==> src/rtl/jmp_pkg.sv <==
package jmp_pkg;
  localparam int unsigned INSTR_W = 16;
  localparam int unsigned COND_W  = 3;
  localparam int unsigned OFF_W   = 10;
  localparam int unsigned TAG_LSB = 13;
  localparam logic [2:0]  TAG_JUMP = 3'b001;

  typedef enum logic [COND_W-1:0] {
    C_NZ  = 3'b000,
    C_Z   = 3'b001,
    C_NC  = 3'b010,
    C_C   = 3'b011,
    C_NEG = 3'b100,
    C_GE  = 3'b101,
    C_LT  = 3'b110,
    C_AL  = 3'b111
  } cond_e;

  typedef struct packed {
    logic n;
    logic z;
    logic c;
    logic v;
  } flags_t;
endpackage

==> src/rtl/jmp_cond_eval.sv <==
module jmp_cond_eval
  import jmp_pkg::*;
(
  input  logic [INSTR_W-1:0] instr_i,
  input  flags_t             flags_i,
  output logic               taken_o
);
  cond_e cond;
  logic  is_jump;
  logic  hit;

  assign cond    = cond_e'(instr_i[TAG_LSB-1 -: COND_W]);
  assign is_jump = (instr_i[INSTR_W-1:TAG_LSB] == TAG_JUMP);

  always_comb begin
    unique case (cond)
      C_NZ:    hit = ~flags_i.z;
      C_Z:     hit =  flags_i.z;
      C_NC:    hit = ~flags_i.c;
      C_C:     hit =  flags_i.c;
      C_NEG:   hit =  flags_i.n;
      C_GE:    hit = ~(flags_i.n ^ flags_i.v);
      C_LT:    hit =  (flags_i.n ^ flags_i.v);
      default: hit = 1'b1;
    endcase
  end

  assign taken_o = is_jump & hit;
endmodule

==> src/rtl/jmp_target_calc.sv <==
module jmp_target_calc #(
  parameter int unsigned ADDR_W = 16,
  parameter int unsigned OFF_W  = 10
) (
  input  logic [ADDR_W-1:0] pc_i,
  input  logic [OFF_W-1:0]  off_i,
  output logic [ADDR_W-1:0] target_o
);
  localparam int unsigned EXT_W = ADDR_W - OFF_W - 1;

  logic [ADDR_W-1:0] byte_off;
  logic [ADDR_W-1:0] sum;

  // word offset -> byte offset, sign extended
  assign byte_off = {{EXT_W{off_i[OFF_W-1]}}, off_i, 1'b0};
  assign sum      = pc_i + byte_off;
  assign target_o = {sum[ADDR_W-1:1], 1'b0};
endmodule

==> src/rtl/jmp_eval.sv <==
module jmp_eval
  import jmp_pkg::*;
#(
  parameter int unsigned ADDR_W = 16
) (
  input  logic                 clk_i,
  input  logic                 rst_ni,
  input  logic                 valid_i,
  input  logic [INSTR_W-1:0]   instr_i,
  input  logic [ADDR_W-1:0]    pc_i,
  input  logic                 flag_n_i,
  input  logic                 flag_z_i,
  input  logic                 flag_c_i,
  input  logic                 flag_v_i,
  output logic                 valid_o,
  output logic                 taken_o,
  output logic [ADDR_W-1:0]    next_pc_o,
  output logic [3:0]           flags_o
);
  flags_t            flags;
  logic              taken_d;
  logic [ADDR_W-1:0] target;
  logic [ADDR_W-1:0] next_pc_d;

  assign flags = '{n: flag_n_i, z: flag_z_i, c: flag_c_i, v: flag_v_i};

  jmp_cond_eval u_cond (
    .instr_i (instr_i),
    .flags_i (flags),
    .taken_o (taken_d)
  );

  jmp_target_calc #(
    .ADDR_W (ADDR_W),
    .OFF_W  (OFF_W)
  ) u_target (
    .pc_i     (pc_i),
    .off_i    (instr_i[OFF_W-1:0]),
    .target_o (target)
  );

  assign next_pc_d = taken_d ? target : pc_i;

  always_ff @(posedge clk_i or negedge rst_ni) begin
    if (!rst_ni) begin
      valid_o   <= 1'b0;
      taken_o   <= 1'b0;
      next_pc_o <= '0;
      flags_o   <= '0;
    end else begin
      valid_o <= valid_i;
      if (valid_i) begin
        taken_o   <= taken_d;
        next_pc_o <= next_pc_d;
        flags_o   <= flags;
      end
    end
  end
endmodule

==> config.mk <==
export PLATFORM = sky130hd
export DESIGN_NAME = jmp_eval
export DESIGN_NICKNAME = d
export VERILOG_FILES = /design/src/rtl/jmp_pkg.sv /design/src/rtl/jmp_cond_eval.sv /design/src/rtl/jmp_target_calc.sv /design/src/rtl/jmp_eval.sv
export SDC_FILE = /design/constraint.sdc
export NUM_CORES = 1
export LEC_CHECK = 0
export BUFFER_PORTS_ARGS = -buffer_cell sky130_fd_sc_hd__clkbuf_2
export CORE_MARGIN = 8
export CORE_UTILIZATION = 40
export CTS_CLUSTER_SIZE = 8
export DETAILED_ROUTE_END_ITERATION = 8
export GPL_TIMING_DRIVEN = 0
export PLACE_DENSITY_LB_ADDON = 0.25
export SLEW_MARGIN = 10
export SYNTH_ARGS = -nofsm -noshare
export SYNTH_HDL_FRONTEND = slang
export SYNTH_SLANG_ARGS = --single-unit
==> constraint.sdc <==
create_clock -name clk_i -period 1 [get_ports clk_i]
set_input_delay 0.1 -clock clk_i [delete_from_list [all_inputs] [get_ports clk_i]]
set_output_delay 0.1 -clock clk_i [all_outputs]
set_load 0.03 [all_outputs]
==> results of run 1 <==
## metal layers
metal / share of wire / routed length (um) / track usage / vias to the layer above
li1: - / - / - / 902
met5: 0 / 0 / 0 / -
met3: 0.063 / 371 / 0.0243 / 11
met4: 0.020 / 119 / 0.0643 / 0
met2: 0.50 / 2950 / 0.288 / 66
met1: 0.42 / 2440 / 0.209 / 906
## flip-flops by register name (all words and copies together), names as in the netlist
name / flops
flags_o: 4
next_pc_o: 16
taken_o: 1
valid_o: 1
## metrics by stage
step / util / setup TNS (ns) / setup slack, ns / hold WS [ns] / instance area, um2
2_1_floorplan: - / -6.58 / -0.830 / -0.196 / 1900
3_3_place_gp: 0.558 / -11.70 / -1.12 / 0.118 / 2260
3_5_place_dp: 0.558 / -11.97 / -1.13 / 0.124 / 2260
4_1_cts: 0.650 / -6.15 / -0.753 / 0.0755 / 2640
5_1_grt: 0.683 / -7.55 / -0.801 / 0.0679 / 2770
6_report: 0.683 / -6.56 / -0.737 / 0.0644 / 2770
## worst reg2reg max path, cell delays in order (launching register included)
cell and delay [ns]:
dfrtp_1 0.40, a2bb2oi_1 0.16, nand3_1 0.10
## worst paths after layout
kind	from	end	slack, ns	cells past startpoint
worst max-delay path	instr_i[0]	next_pc_o[15]$_DFFE_PN0P_	-0.74	10
worst min-delay path	pc_i[0]	next_pc_o[0]$_DFFE_PN0P_	0.06	3
worst max register to register	next_pc_o[12]$_DFFE_PN0P_	next_pc_o[12]$_DFFE_PN0P_	0.23	2
worst min register to register	next_pc_o[2]$_DFFE_PN0P_	next_pc_o[2]$_DFFE_PN0P_	0.49	1
max in group asynchronous	rst_ni	next_pc_o[7]$_DFFE_PN0P_	0.27	2
min in group asynchronous	rst_ni	next_pc_o[9]$_DFFE_PN0P_	0.35	2
## repair_timing
item	4_1_cts	5_1_grt
hold buffers	2	0
gates resized for setup	29	27
pin swaps	14	14
hold endpoints to repair	23	0
setup buffers	14	7
cloned	1	0
endpoints found under the setup margin	17	18
## cell families after synthesis
family / count (synthesis)
xor gates and xnor gates: 6
AOI/OAI and AO/OA: 57
DFF: 22
muxes: 7
and+or+nand+nor: 74
buffers and inverters: 13
adders and majority gates: 15
## cell type report
cell class	count	area share
tap	50	0.0226
inverter	6	0.00813
sequential	22	0.199
timing repair buffer	82	0.217
buffer	6	0.0253
multi-input combinational	159	0.509
clock buffer	4	0.0199
## cells in the mapped netlist, types with 2 or more instances
master and n:
a2bb2oi_1 2, and2_1 2, mux2i_1 2, xnor2_1 3, o21a_1 3, mux2_2 5
nand2_1 29, nor2_1 14, nand3_1 9, o21ai_0 2, a21o_1 6, a31oi_1 11
clkbuf_1 5, ha_1 14, nand4_1 3, xor2_1 3, a211oi_1 2, inv_1 6
or3_1 3, o2111ai_1 2, o31ai_1 2, nor2b_1 2, a21oi_1 13, or4_1 2
a41oi_1 2, and3_1 2, dfrtp_1 22, o211a_1 2
## power by group through the flow
stage / logic (W) / registers (W) / clock network [W]
global route: 0.00144 / 0.00105 / 0.000698
floorplan: 0.000558 / 0.00123 / 0
detailed placement: 0.00110 / 0.00105 / 0
CTS: 0.00124 / 0.00103 / 0.000659
finish: 0.00135 / 0.00103 / 0.000664
global placement: 0.00109 / 0.00105 / 0
==> flow_metrics.env, run 1 <==
export IMPL_outcome="complete, but fails checks"
export IMPL_failed_checks="negative setup slack"
export IMPL_clk_latency_ns=0.27
export IMPL_ios=61
export IMPL_ys_seq_area_frac=0.324
export IMPL_synth_warnings=0
export IMPL_cts_tree="done"
export IMPL_synthArstFlopShare=1.00
export IMPL_timing_final_crit_share=1.74
export IMPL_rsz0062_at_grt="yes"
export IMPL_p_clk_frac=0.218
export IMPL_power_total_w=0.00305
export IMPL_route_detailed_drc=0
export IMPL_synth_area_um2=1700
export IMPL_min_period_ns=1.74
export IMPL_ant_nets=0
export IMPL_viasPerCell=5.73
export IMPL_tightest_slew_ns=0.579
export IMPL_core_um2=4060
export IMPL_yosys_area_top_type="dfrtp_1"
export IMPL_placed_cells=304
export IMPL_slowest_stage="or4_1"
export IMPL_clkSinkCount=22
export IMPL_syn_avg_cell_area_um2=8.76
export IMPL_cts_root_buf="clkbuf_8"
export IMPL_arrival_ns=1.93
export IMPL_yosys_area_share_simple=0.212
export IMPL_die_area_um2=6590
export IMPL_seqCellArea_um2=551
export IMPL_crit_type="in2reg"
export IMPL_worst_slack_ns=-0.737
export IMPL_final_cell_mix="clkbuf_2 (52), nand2_1 (22), dfrtp_1 (22)"
export IMPL_clkTransAtPathRegs_ns=0.09
export IMPL_critical_path_top_delay_family="simple AND/OR/NAND/NOR gates"
export IMPL_start_util=0.419
export IMPL_internal_power_w=0.00194
export IMPL_syn2layout_area_growth_pct=63.0
export IMPL_fillers=306
export IMPL_first_pass_iters=4
export IMPL_hp_class="in2reg"
export IMPL_die_y_um=81.2
export IMPL_synth_compound_area_frac=0.240
export IMPL_grt_overflow=0
export IMPL_synth_top_area_frac=0.324
export IMPL_hold_viol_final=0
export IMPL_multiInputGateArea_um2=1410
export IMPL_num_rows=23
export IMPL_synth_edff_count=0
export IMPL_synth_area_leaders="dfrtp_1 (32%), ha_1 (10%), nand2_1 (6.4%), a31oi_1 (4.1%), a21oi_1 (3.8%)"
export IMPL_p_leak_nw=1.26
export IMPL_grtUsageTotal=0.169
export IMPL_yosysUniqueCellTypes=49
export IMPL_drv_slew=0
export IMPL_vias=1885
export IMPL_synth_top_family_by_area="compound AO/OA/AOI/OAI gates"
export IMPL_clockBufferDepth=2
export IMPL_nNetsFinal=334
export IMPL_critPathRequiredTime_ns=1.20
export IMPL_die_width_um=81.2
export IMPL_grt_pass1_wl_um=8770
export IMPL_power_density_nw_per_um2=1100
export IMPL_final_cell_count_no_fill=329
export IMPL_max_freq_ghz=0.576
export IMPL_diodes=0
export IMPL_drive_above_1_share=0.495
export IMPL_h_tree_depth=1
export IMPL_vdd_drop_max_mv=0.474
export IMPL_numCtsBuffers=3
export IMPL_grt_max_degree=23
export IMPL_crit_path_max_incr_delay_ns=0.46
export IMPL_wire_per_inst_um=17.9
export IMPL_endpoint_kind="flop"
export IMPL_seq_power_share=0.339
export IMPL_synth_fa_ha_area_frac=0.115
export IMPL_drtIter0Drc=134
export IMPL_antenna_found_initial=0
export IMPL_gp_congestion=0.930
export IMPL_port_buffers=60
export IMPL_path_max_fanout=3
export IMPL_finalSetupViolations=17
export IMPL_p_comb_frac=0.443
export IMPL_power_switching_w=0.00111
export IMPL_postSynthCellCount=194
export IMPL_max_cap_violations=0
export IMPL_clock_skew_ns=0
export IMPL_grt_pass1_vias=1811
export IMPL_ys_flop_type="dfrtp_1"
export IMPL_p_sw_frac=0.365
export IMPL_layout_commonest_cell="clkbuf_2"
export IMPL_synth_seq_cells=22
export IMPL_synthesis_nets=248
export IMPL_totalWireLength_um=5880
export IMPL_setup_worst_path_start_class="input port"
export IMPL_synth_area_mux_share=0.0449
export IMPL_critPathBufInv=2
export IMPL_max_slew_margin_rel=0.614
export IMPL_synth_xor_area_share=0.0309
export IMPL_path_cells="buf_6 -> ha_4 -> inv_2 -> fa_2 -> nor2b_4 -> o31ai_4 -> a211oi_2 -> nor4_1 -> or4_1 -> a31oi_1"
export IMPL_dp_hpwl_um=4020
Note: power is estimated with default switching activity, not from simulation.
==> run 2: changes to the inputs <==
--- a/config.mk
+++ b/config.mk
@@ -15,4 +15,5 @@
 export SLEW_MARGIN = 10
 export SYNTH_ARGS = -nofsm -noshare
 export SYNTH_HDL_FRONTEND = slang
+export SYNTH_HIERARCHICAL = 1
 export SYNTH_SLANG_ARGS = --single-unit
==> flow_metrics.env, run 2 <==
export IMPL_die_area_um2=6660
export IMPL_power_density_nw_per_um2=1160
export IMPL_cts_root_buf="clkbuf_8"
export IMPL_grt_pass1_vias=1592
export IMPL_rsz0062_at_grt="yes"
export IMPL_r2r_end="flags_o[3]$_DFFE_PN0P_"
export IMPL_grtUsageTotal=0.140
export IMPL_yosys_area_top_type="dfrtp_1"
export IMPL_h_tree_depth=1
export IMPL_synth_common_cells="nor2_1 (26), dfrtp_1 (22), a21oi_1 (21), mux2i_1 (18), ha_1 (14)"
export IMPL_largest_register_ffs=16
export IMPL_whs_endpoint="flags_o[3]$_DFFE_PN0P_"
export IMPL_vias=1579
export IMPL_timing_final_crit_share=1.51
export IMPL_seq_power_share=0.349
export IMPL_core_um2=4230
export IMPL_synthesis_nets=232
export IMPL_final_cell_mix="clkbuf_2 (49), nor2_1 (25), dfrtp_1 (22)"
export IMPL_totalWireLength_um=4640
export IMPL_clkTransAtPathRegs_ns=0.08
export IMPL_largest_register="next_pc_o"
export IMPL_p_clk_frac=0.215
export IMPL_syn_avg_cell_area_um2=9.67
export IMPL_synth_seq_cells=22
export IMPL_max_freq_ghz=0.663
export IMPL_power_total_w=0.00296
export IMPL_ys_flop_type="dfrtp_1"
export IMPL_grt_max_degree=23
export IMPL_path_max_fanout=4
export IMPL_hold_viol_final=0
export IMPL_synth_edff_count=0
export IMPL_numCtsBuffers=3
export IMPL_clkSinkCount=22
export IMPL_clk_latency_ns=0.26
export IMPL_antenna_found_initial=0
export IMPL_layout_commonest_cell="clkbuf_2"
export IMPL_cts_tree="done"
export IMPL_final_cell_count_no_fill=303
export IMPL_num_rows=24
export IMPL_route_detailed_drc=0
export IMPL_endpoint_kind="flop"
export IMPL_tns_ns=-6.17
export IMPL_internal_power_w=0.00192
export IMPL_grt_overflow=0
export IMPL_min_path_cells=2
export IMPL_hp_class="in2reg"
export IMPL_critPathRequiredTime_ns=1.14
export IMPL_drtIter0Drc=61
export IMPL_syn2layout_area_growth_pct=48.3
export IMPL_yosysUniqueCellTypes=42
export IMPL_synth_area_leaders="dfrtp_1 (32%), mux2i_1 (10%), ha_1 (10%), a21oi_1 (6.1%), nor2_1 (5.7%)"
export IMPL_ios=61
export IMPL_die_width_um=81.6
export IMPL_viasPerCell=5.21
export IMPL_clock_skew_ns=0
export IMPL_top_regs="next_pc_o (16), flags_o (4)"
export IMPL_failed_checks="negative setup slack"
export IMPL_ant_nets=0
export IMPL_synth_warnings=6
export IMPL_grt_pass1_wl_um=7520
export IMPL_ys_seq_area_frac=0.320
export IMPL_diodes=0
export IMPL_arrival_ns=1.65
export IMPL_r2r_cells=1
export IMPL_r2r_start="flags_o[3]$_DFFE_PN0P_"
export IMPL_power_switching_w=0.00104
export IMPL_start_util=0.406
export IMPL_placed_cells=290
export IMPL_p_comb_frac=0.437
export IMPL_synth_top_area_frac=0.320
export IMPL_max_slew_margin_rel=0.636
export IMPL_yosysMostFrequentCell="nor2_1"
export IMPL_fin_util=0.603
export IMPL_crit_type="in2reg"
export IMPL_nNetsFinal=306
export IMPL_first_pass_iters=4
export IMPL_worst_slack_ns=-0.508
export IMPL_drive_above_1_share=0.462
export IMPL_synthArstFlopShare=1.00
export IMPL_min_period_ns=1.51
export IMPL_hold_path_startpoint="flag_n_i"
export IMPL_finalSetupViolations=17
export IMPL_vdd_drop_max_mv=0.532
export IMPL_port_buffers=60
export IMPL_setup_worst_path_start_class="input port"
export IMPL_postSynthCellCount=178
export IMPL_die_y_um=81.6
export IMPL_fin_hold_ws_ns=0.0755
export IMPL_wire_per_inst_um=15.3
export IMPL_max_cap_violations=0
export IMPL_drv_slew=0
export IMPL_p_leak_nw=1.15
export IMPL_tightest_slew_ns=0.546
export IMPL_dp_hpwl_um=3490
export IMPL_synth_area_um2=1720
export IMPL_r2r_setup_slack_ns=0.24
export IMPL_outcome="complete, but fails checks"
export IMPL_p_sw_frac=0.351
export IMPL_clockBufferDepth=2
export IMPL_gp_congestion=0.818
==> run 2: cells by family after synthesis <==
| group | Yosys count | synth area share |
|---|---|---|
| and+or+nand+nor | 50 | 0.139 |
| AOI/OAI and AO/OA | 46 | 0.187 |
| muxes | 23 | 0.137 |
| DFF | 22 | 0.320 |
| adders and majority gates | 15 | 0.113 |
| xor gates and xnor gates | 12 | 0.0611 |
| buffers and inverters | 9 | 0.0400 |
| other | 1 | 0.00218 |
==> run 2: what timing repair did <==
item / CTS / global route
hold buffers: 2 / 0
buffers inserted: 3 / 3
gates resized for setup: 13 / 24
endpoints found under the setup margin: 17 / 18
pin swaps: 16 / 14
cloned: 1 / 0
endpoints found under the hold margin: 23 / 0
==> run 2: per-stage QoR <==
step / setup WS (ns) / instance area (um2)
after floorplan: -0.548 / 1880
after global placement: -0.839 / 2240
after detailed placement: -0.874 / 2240
after CTS: -0.570 / 2440
after global routing: -0.618 / 2550
final: -0.508 / 2550
==> run 2: routing by layer <==
metal | part of all wire | vias to the layer above | track usage | wire length [um]
met1 | 0.44 | 739 | 0.182 | 2020
li1 | - | 789 | - | -
met5 | 0 | - | 0 | 0
met2 | 0.49 | 46 | 0.232 | 2270
met3 | 0.063 | 5 | 0.0197 | 291
met4 | 0.013 | 0 | 0.0474 | 59
==> run 2: worst max-delay path by stage <==
stage,endpoint,startpoint,cells after the start
final,next_pc_o[7]$_DFFE_PN0P_,pc_i[1],10
after detailed placement,next_pc_o[7]$_DFFE_PN0P_,pc_i[1],10
after global routing,next_pc_o[13]$_DFFE_PN0P_,pc_i[6],9
after global placement,next_pc_o[13]$_DFFE_PN0P_,pc_i[1],10
after floorplan,next_pc_o[15]$_DFFE_PN0P_,pc_i[1],9
after CTS,next_pc_o[13]$_DFFE_PN0P_,pc_i[1],10
==> run 2: worst max-delay path, cell delays in order <==
cell     delay (ns)
buf_8          0.10
ha_4           0.15
fa_2           0.37
a21oi_4        0.17
o21ai_4        0.10
o21a_1         0.20
nor2_2         0.09
xnor2_1        0.07
mux2i_1        0.19
a21oi_1        0.10
==> run 2: layout make-up <==
type | instances | area, um2
plain buffers | 7 | 61.3
clock buffers | 4 | 55.1
fillers | 362 | 1680
inverters | 2 | 7.51
multi-input cells | 147 | 1340
flip-flops and latches | 22 | 551
well taps | 52 | 65.1
repair buffers | 69 | 472
==> run 2: power by group through the flow <==
| stage | clock network [W] | registers (W) | logic [W] |
|---|---|---|---|
| final | 0.000636 | 0.00103 | 0.00129 |
| after global routing | 0.000692 | 0.00105 | 0.00141 |
| after global placement | 0 | 0.00105 | 0.00114 |
| after CTS | 0.000654 | 0.00103 | 0.00121 |
| after detailed placement | 0 | 0.00105 | 0.00115 |
| after floorplan | 0 | 0.00123 | 0.000622 |
